$ cat src/rtl/dcl_pkg.sv
package dcl_pkg;

  typedef enum logic [2:0] {
    ST_IDLE,
    ST_LO,
    ST_HI,
    ST_GUARD,
    ST_STB,
    ST_FIN
  } dcl_state_e;

  function automatic int cyc_ceil(input int ns, input int period_ns);
    return (ns + period_ns - 1) / period_ns;
  endfunction

  function automatic int imax(input int a, input int b);
    return (a > b) ? a : b;
  endfunction

endpackage

$ cat src/rtl/dcl_shifter.sv
module dcl_shifter #(
  parameter int W = 16
) (
  input  logic         clk,
  input  logic         rst,
  input  logic         load,
  input  logic         shift,
  input  logic [W-1:0] word,
  output logic         msb
);

  logic [W-1:0] sreg;

  generate
    if (W > 1) begin : g_multi
      always_ff @(posedge clk) begin
        if (rst)        sreg <= '0;
        else if (load)  sreg <= word;
        else if (shift) sreg <= {sreg[W-2:0], 1'b0};
      end
    end else begin : g_single
      always_ff @(posedge clk) begin
        if (rst)       sreg <= '0;
        else if (load) sreg <= word;
      end
    end
  endgenerate

  assign msb = sreg[W-1];

endmodule

$ cat src/rtl/dcl_interval.sv
module dcl_interval #(
  parameter int CW = 4
) (
  input  logic          clk,
  input  logic          rst,
  input  logic          load,
  input  logic [CW-1:0] load_val,
  output logic          zero
);

  logic [CW-1:0] cnt;

  always_ff @(posedge clk) begin
    if (rst)              cnt <= '0;
    else if (load)        cnt <= load_val;
    else if (cnt != '0)   cnt <= cnt - 1'b1;
  end

  assign zero = (cnt == '0);

endmodule

$ cat src/rtl/dcl_seq.sv
module dcl_seq
  import dcl_pkg::*;
#(
  parameter int W         = 16,
  parameter int LO_LEN    = 8,
  parameter int HI_LEN    = 8,
  parameter int GUARD_LEN = 15,
  parameter int STB_LEN   = 5,
  parameter int CW        = 4,
  parameter int BW        = 4
) (
  input  logic          clk,
  input  logic          rst,
  input  logic          start,
  input  logic          bypass,
  input  logic          tmr_zero,
  output logic          tmr_load,
  output logic [CW-1:0] tmr_val,
  output logic          sh_load,
  output logic          sh_shift,
  output logic          drv_clk,
  output logic          drv_latch,
  output logic          drv_blank,
  output logic          busy,
  output logic          done
);

  dcl_state_e    state, state_n;
  logic [BW-1:0] bits_left, bits_left_n;
  logic          byp_q, byp_n;
  logic          idle_n;
  logic          shifting_n;

  always_comb begin
    state_n     = state;
    bits_left_n = bits_left;
    byp_n       = byp_q;
    tmr_load    = 1'b0;
    tmr_val     = '0;
    sh_load     = 1'b0;
    sh_shift    = 1'b0;
    case (state)
      ST_IDLE, ST_FIN: begin
        if (start) begin
          state_n     = ST_LO;
          bits_left_n = BW'(W - 1);
          byp_n       = bypass;
          sh_load     = 1'b1;
          tmr_load    = 1'b1;
          tmr_val     = CW'(LO_LEN - 1);
        end else begin
          state_n = ST_IDLE;
        end
      end
      ST_LO: begin
        if (tmr_zero) begin
          state_n  = ST_HI;
          tmr_load = 1'b1;
          tmr_val  = CW'(HI_LEN - 1);
        end
      end
      ST_HI: begin
        if (tmr_zero) begin
          tmr_load = 1'b1;
          if (bits_left == '0) begin
            state_n = ST_GUARD;
            tmr_val = CW'(GUARD_LEN - 1);
          end else begin
            state_n     = ST_LO;
            bits_left_n = bits_left - 1'b1;
            sh_shift    = 1'b1;
            tmr_val     = CW'(LO_LEN - 1);
          end
        end
      end
      ST_GUARD: begin
        if (tmr_zero) begin
          if (byp_q) begin
            state_n = ST_FIN;
          end else begin
            state_n  = ST_STB;
            tmr_load = 1'b1;
            tmr_val  = CW'(STB_LEN - 1);
          end
        end
      end
      ST_STB: begin
        if (tmr_zero) state_n = ST_FIN;
      end
      default: state_n = ST_IDLE;
    endcase
  end

  assign idle_n     = (state_n == ST_IDLE) || (state_n == ST_FIN);
  assign shifting_n = (state_n == ST_LO) || (state_n == ST_HI) || (state_n == ST_GUARD);

  always_ff @(posedge clk) begin
    if (rst) begin
      state     <= ST_IDLE;
      bits_left <= '0;
      byp_q     <= 1'b0;
      drv_clk   <= 1'b0;
      drv_latch <= 1'b0;
      drv_blank <= 1'b0;
      busy      <= 1'b0;
      done      <= 1'b0;
    end else begin
      state     <= state_n;
      bits_left <= bits_left_n;
      byp_q     <= byp_n;
      drv_clk   <= (state_n == ST_HI);
      drv_latch <= idle_n ? bypass : (byp_n || (state_n == ST_STB));
      drv_blank <= byp_n && shifting_n;
      busy      <= !idle_n;
      done      <= (state_n == ST_FIN);
    end
  end

endmodule

$ cat src/rtl/drvchain_loader.sv
module drvchain_loader
  import dcl_pkg::*;
#(
  parameter int DEVICES     = 2,
  parameter int STAGES      = 8,
  parameter int SYS_CLK_NS  = 20,
  parameter int T_SETUP_NS  = 75,
  parameter int T_HOLD_NS   = 75,
  parameter int T_CLKHI_NS  = 150,
  parameter int T_CLKLO_NS  = 150,
  parameter int T_GUARD_NS  = 300,
  parameter int T_STROBE_NS = 100
) (
  input  logic                        clk,
  input  logic                        rst,
  input  logic                        load_req,
  input  logic                        latch_bypass,
  input  logic [DEVICES*STAGES-1:0]   load_word,
  output logic                        drv_clk,
  output logic                        drv_data,
  output logic                        drv_latch,
  output logic                        drv_blank,
  output logic                        busy,
  output logic                        done
);

  localparam int W         = DEVICES * STAGES;
  localparam int SETUP_C   = cyc_ceil(T_SETUP_NS, SYS_CLK_NS);
  localparam int HOLD_C    = cyc_ceil(T_HOLD_NS, SYS_CLK_NS);
  localparam int LO_LEN    = imax(cyc_ceil(T_CLKLO_NS, SYS_CLK_NS), SETUP_C);
  localparam int HI_LEN    = imax(cyc_ceil(T_CLKHI_NS, SYS_CLK_NS), HOLD_C);
  localparam int GUARD_LEN = imax(cyc_ceil(T_GUARD_NS, SYS_CLK_NS), 1);
  localparam int STB_LEN   = imax(cyc_ceil(T_STROBE_NS, SYS_CLK_NS), 1);
  localparam int MAX_LEN   = imax(imax(LO_LEN, HI_LEN), imax(GUARD_LEN, STB_LEN));
  localparam int CW        = $clog2(MAX_LEN + 1);
  localparam int BW        = (W > 1) ? $clog2(W) : 1;

  logic          tmr_load;
  logic [CW-1:0] tmr_val;
  logic          tmr_zero;
  logic          sh_load;
  logic          sh_shift;

  dcl_interval #(.CW(CW)) u_tmr (
    .clk      (clk),
    .rst      (rst),
    .load     (tmr_load),
    .load_val (tmr_val),
    .zero     (tmr_zero)
  );

  dcl_shifter #(.W(W)) u_shf (
    .clk   (clk),
    .rst   (rst),
    .load  (sh_load),
    .shift (sh_shift),
    .word  (load_word),
    .msb   (drv_data)
  );

  dcl_seq #(
    .W         (W),
    .LO_LEN    (LO_LEN),
    .HI_LEN    (HI_LEN),
    .GUARD_LEN (GUARD_LEN),
    .STB_LEN   (STB_LEN),
    .CW        (CW),
    .BW        (BW)
  ) u_seq (
    .clk       (clk),
    .rst       (rst),
    .start     (load_req),
    .bypass    (latch_bypass),
    .tmr_zero  (tmr_zero),
    .tmr_load  (tmr_load),
    .tmr_val   (tmr_val),
    .sh_load   (sh_load),
    .sh_shift  (sh_shift),
    .drv_clk   (drv_clk),
    .drv_latch (drv_latch),
    .drv_blank (drv_blank),
    .busy      (busy),
    .done      (done)
  );

endmodule

$ cat config.mk
export PLATFORM = sky130hd
export DESIGN_NAME = drvchain_loader
export DESIGN_NICKNAME = d
export VERILOG_FILES = /design/src/rtl/dcl_pkg.sv /design/src/rtl/dcl_shifter.sv /design/src/rtl/dcl_interval.sv /design/src/rtl/dcl_seq.sv /design/src/rtl/drvchain_loader.sv
export SDC_FILE = /design/constraint.sdc
export NUM_CORES = 1
export LEC_CHECK = 0
export ABC_AREA = 0
export BUFFER_PORTS_ARGS = -buffer_cell sky130_fd_sc_hd__buf_2
export CAP_MARGIN = 40
export CORE_ASPECT_RATIO = 0.75
export CORE_UTILIZATION = 25
export CTS_CLUSTER_SIZE = 40
export DETAILED_ROUTE_END_ITERATION = 10
export PLACE_DENSITY = 0.42
export SLEW_MARGIN = 15
export SYNTH_ARGS = -nofsm -noshare
export SYNTH_HDL_FRONTEND = slang
export SYNTH_SLANG_ARGS = --single-unit
$ cat constraint.sdc
create_clock -name clk -period 6 [get_ports clk]
set_clock_uncertainty 0.15 [all_clocks]
set_input_delay 0.6 -clock clk [delete_from_list [all_inputs] [get_ports clk]]
set_output_delay 0.6 -clock clk [all_outputs]
set_load 0.01 [all_outputs]
==> impl_metrics.tcl <==
set metrics [dict create \
    power_density_mw_per_mm2 416 \
    grt_first_pass_wirelength_um 5410 \
    peakVddDrop_v 0.000125 \
    critPathKind "reg -> reg" \
    hold_ws_ns 0.302 \
    die-area_mm2 0.00641 \
    netSwitchingFraction_pct 32.7 \
    power_frac_comb_pct 32.3 \
    ys_seq_area_share_pct 43.4 \
    cts.root.buffer_cell "clkbuf_8" \
    drt-wirelength-per-cell_um 11.9 \
    critPathTopFamily "simple AND/OR/NAND/NOR gates" \
    finalSetupTns_ns 0 \
    clkLatencyLatePin_ns 0.28 \
    numPortBuffers 25 \
    p_int_w 0.000508 \
    cp_slowest_stage_delay_ns 0.63 \
    coreArea_mm2 0.00586 \
    syn-mean-instance-area_um2 8.96 \
    max_slew.worst_pin.slew_ns 0.738 \
    dieWidth_um 92.1 \
    rsz0062_at_grt "no" \
    final_nets 213 \
    grt_use_total_pct 10.7 \
    antenna_left 0 \
    final_hold_viol_count 0 \
    overflow 0 \
    hp-class "reg -> reg" \
    drt-total-wl_um 3210 \
    setup_viol 0 \
    cp_data_arrival_time_ns 2.34 \
    multi_input_area_um2 779 \
    start_util_pct 26.0 \
    gp_congestion 0.727 \
    num_vias 1247 \
    grt_pass1_vias 1150 \
    crit_buf_inv 0 \
    clock_power_share_pct 28.4 \
    syn_to_final_growth_pct 19.1 \
    synth_edf_count 0 \
    yosys_warnings 0 \
    grt_max_degree 33 \
    crit_required_ns 6.03 \
    period_minus_slack_ns 2.30 \
    synthDistinctLibCells 39 \
    cts_buffers 5 \
    fill_cells 622 \
    tritoncts "built" \
    worstSetupStartpointType "flip-flop" \
    synth_ff_type "dfxtp_1" \
    ys_ff_latch 33 \
    clock_path_buffers 2 \
    ctsHoldBuffers 0 \
    die_h_um 69.6 \
    clkSinkCount 33 \
    post-dp-hpwl_um 2200 \
    path_cells "xnor2_1 -> and2_1 -> mux2i_1 -> a2111oi_2" \
    drcViolationCount 0 \
    htreeDepth 2 \
    netlist_instances 170 \
    layout-drive-gt1-share_pct 20.8 \
    synth_area_mm2 0.00152 \
    rows 24 \
    antenna_found_initial 0 \
    post-cts-setup-buffers 0 \
    async_reset_ff_share_pct 0 \
    max_freq_ghz 0.434 \
    finalMaxSlewViolations 0 \
    p_leak_nw 0.686 \
    placed_area_mm2 0.00170 \
    fin_crit_sh_pct 38.4 \
    design_area_mm2 0.00181 \
    cp_max_fo 17 \
    status "finished, final reports clean" \
    first_pass_iters 5 \
    regArea_um2 661 \
    antenna_cells 0 \
    cts_resized 0 \
    syn_nets 192 \
    cap_violations 0 \
    clkTransAtPathRegs_ns 0.07 \
    seq_power_share_pct 39.4 \
    vias_per_cell 4.62 \
    critPathSlowestCell "and2_1" \
    power.switching_w 0.000247 \
    crit_path_end_kind "flip-flop" \
    io_pins 26 \
    max_slew_margin_pct 50.8 \
    drt-initial-drc-count 63 \
]
-- layout make-up --
type	instances	share of cell area [%]
Sequential cell	33	36.4
Clock inverter	1	1.66
Multi-Input combinational cell	120	43.0
Inverter	5	1.04
Tap cell	78	5.38
Clock buffer	7	4.76
Timing Repair Buffer	26	7.73
-- cells in the final DEF (no fill, tap or decap), drive strengths merged, types with 3 or more instances in the layout --
cell    instances
a211oi          3
a21oi          22
o21ai           4
a22oi          15
dfxtp          33
mux2i           5
xnor2           4
nand2          23
buf            26
nor2           10
nor3            5
inv             5
clkbuf          7
-- worst reg2reg max path, stage by stage, from the launching register on --
cell,delay [ns]
dfxtp_1,0.62
xnor2_1,0.19
and2_1,0.63
mux2i_1,0.26
a2111oi_2,0.35
-- worst paths after layout --
check                 start         endpoint  slack, ns  cells past startpoint
max          u_seq.state[0]  u_seq.drv_blank       3.70                      4
min          u_shf.sreg[15]   u_shf.sreg[15]       0.30                      2
max reg2reg  u_seq.state[0]  u_seq.drv_blank       3.70                      4
min reg2reg  u_shf.sreg[15]   u_shf.sreg[15]       0.30                      2
-- synth_stat cells (3+ instances only) --
master | n | share of area [%]
dfxtp_1 | 33 | 43
nand2_1 | 23 | 5.7
a21oi_1 | 22 | 7.2
a22oi_1 | 15 | 7.4
nor2_1 | 9 | 2.2
buf_2 | 6 | 2.0
inv_1 | 5 | 1.2
mux2i_1 | 5 | 3.3
nor3_1 | 5 | 1.6
clkbuf_1 | 4 | 0.99
xnor2_1 | 4 | 2.3
a211oi_1 | 3 | 1.5
o21ai_0 | 3 | 0.99
-- sequential cells by signal, summed over array words and instances, names as in the netlist --
register         flops
u_seq.drv_latch      1
u_shf.sreg          16
u_seq.byp_q          1
u_tmr.cnt            4
u_seq.drv_clk        1
u_seq.busy           1
u_seq.state          3
u_seq.done           1
u_seq.drv_blank      1
u_seq.bits_left      4
-- metal layers --
metal / vias to the layer above / wire length (um) / track usage, %
li1: 649 / - / -
met1: 563 / 1680 / 15.1
met2: 29 / 1310 / 14.5
met3: 6 / 166 / 3.29
met4: 0 / 62 / 5.21
met5: - / 0 / 0
-- power by group through the flow --
stage                     clock network, W  logic (W)  registers (W)
final                             0.000214   0.000244       0.000297
after global routing              0.000234   0.000274       0.000304
after CTS                         0.000223   0.000247       0.000297
after detailed placement                 0   0.000245       0.000302
after global placement                   0   0.000249       0.000303
after floorplan                          0   0.000203       0.000291
-- per-stage QoR --
stage | utilization [%] | worst slack (ns) | instances | power, W
floorplan | - | 4.01 | 170 | 0.000494
global placement | 28.7 | 3.50 | 261 | 0.000552
detailed placement | 29.0 | 3.54 | 262 | 0.000547
CTS | 31.0 | 3.66 | 270 | 0.000767
global route | 31.0 | 3.46 | 270 | 0.000812
finish | 31.0 | 3.70 | 270 | 0.000754
-- cells by family after synthesis --
group,after synthesis,synth area share [%]
flops,33,43.4
fa+ha+maj,2,1.64
simple gates,53,18.2
compound gates,53,23.8
buf+inv,17,5.42
mux,6,4.03
xor+xnor,6,3.45
No activity file was read; power rests on OpenSTA's default activity.
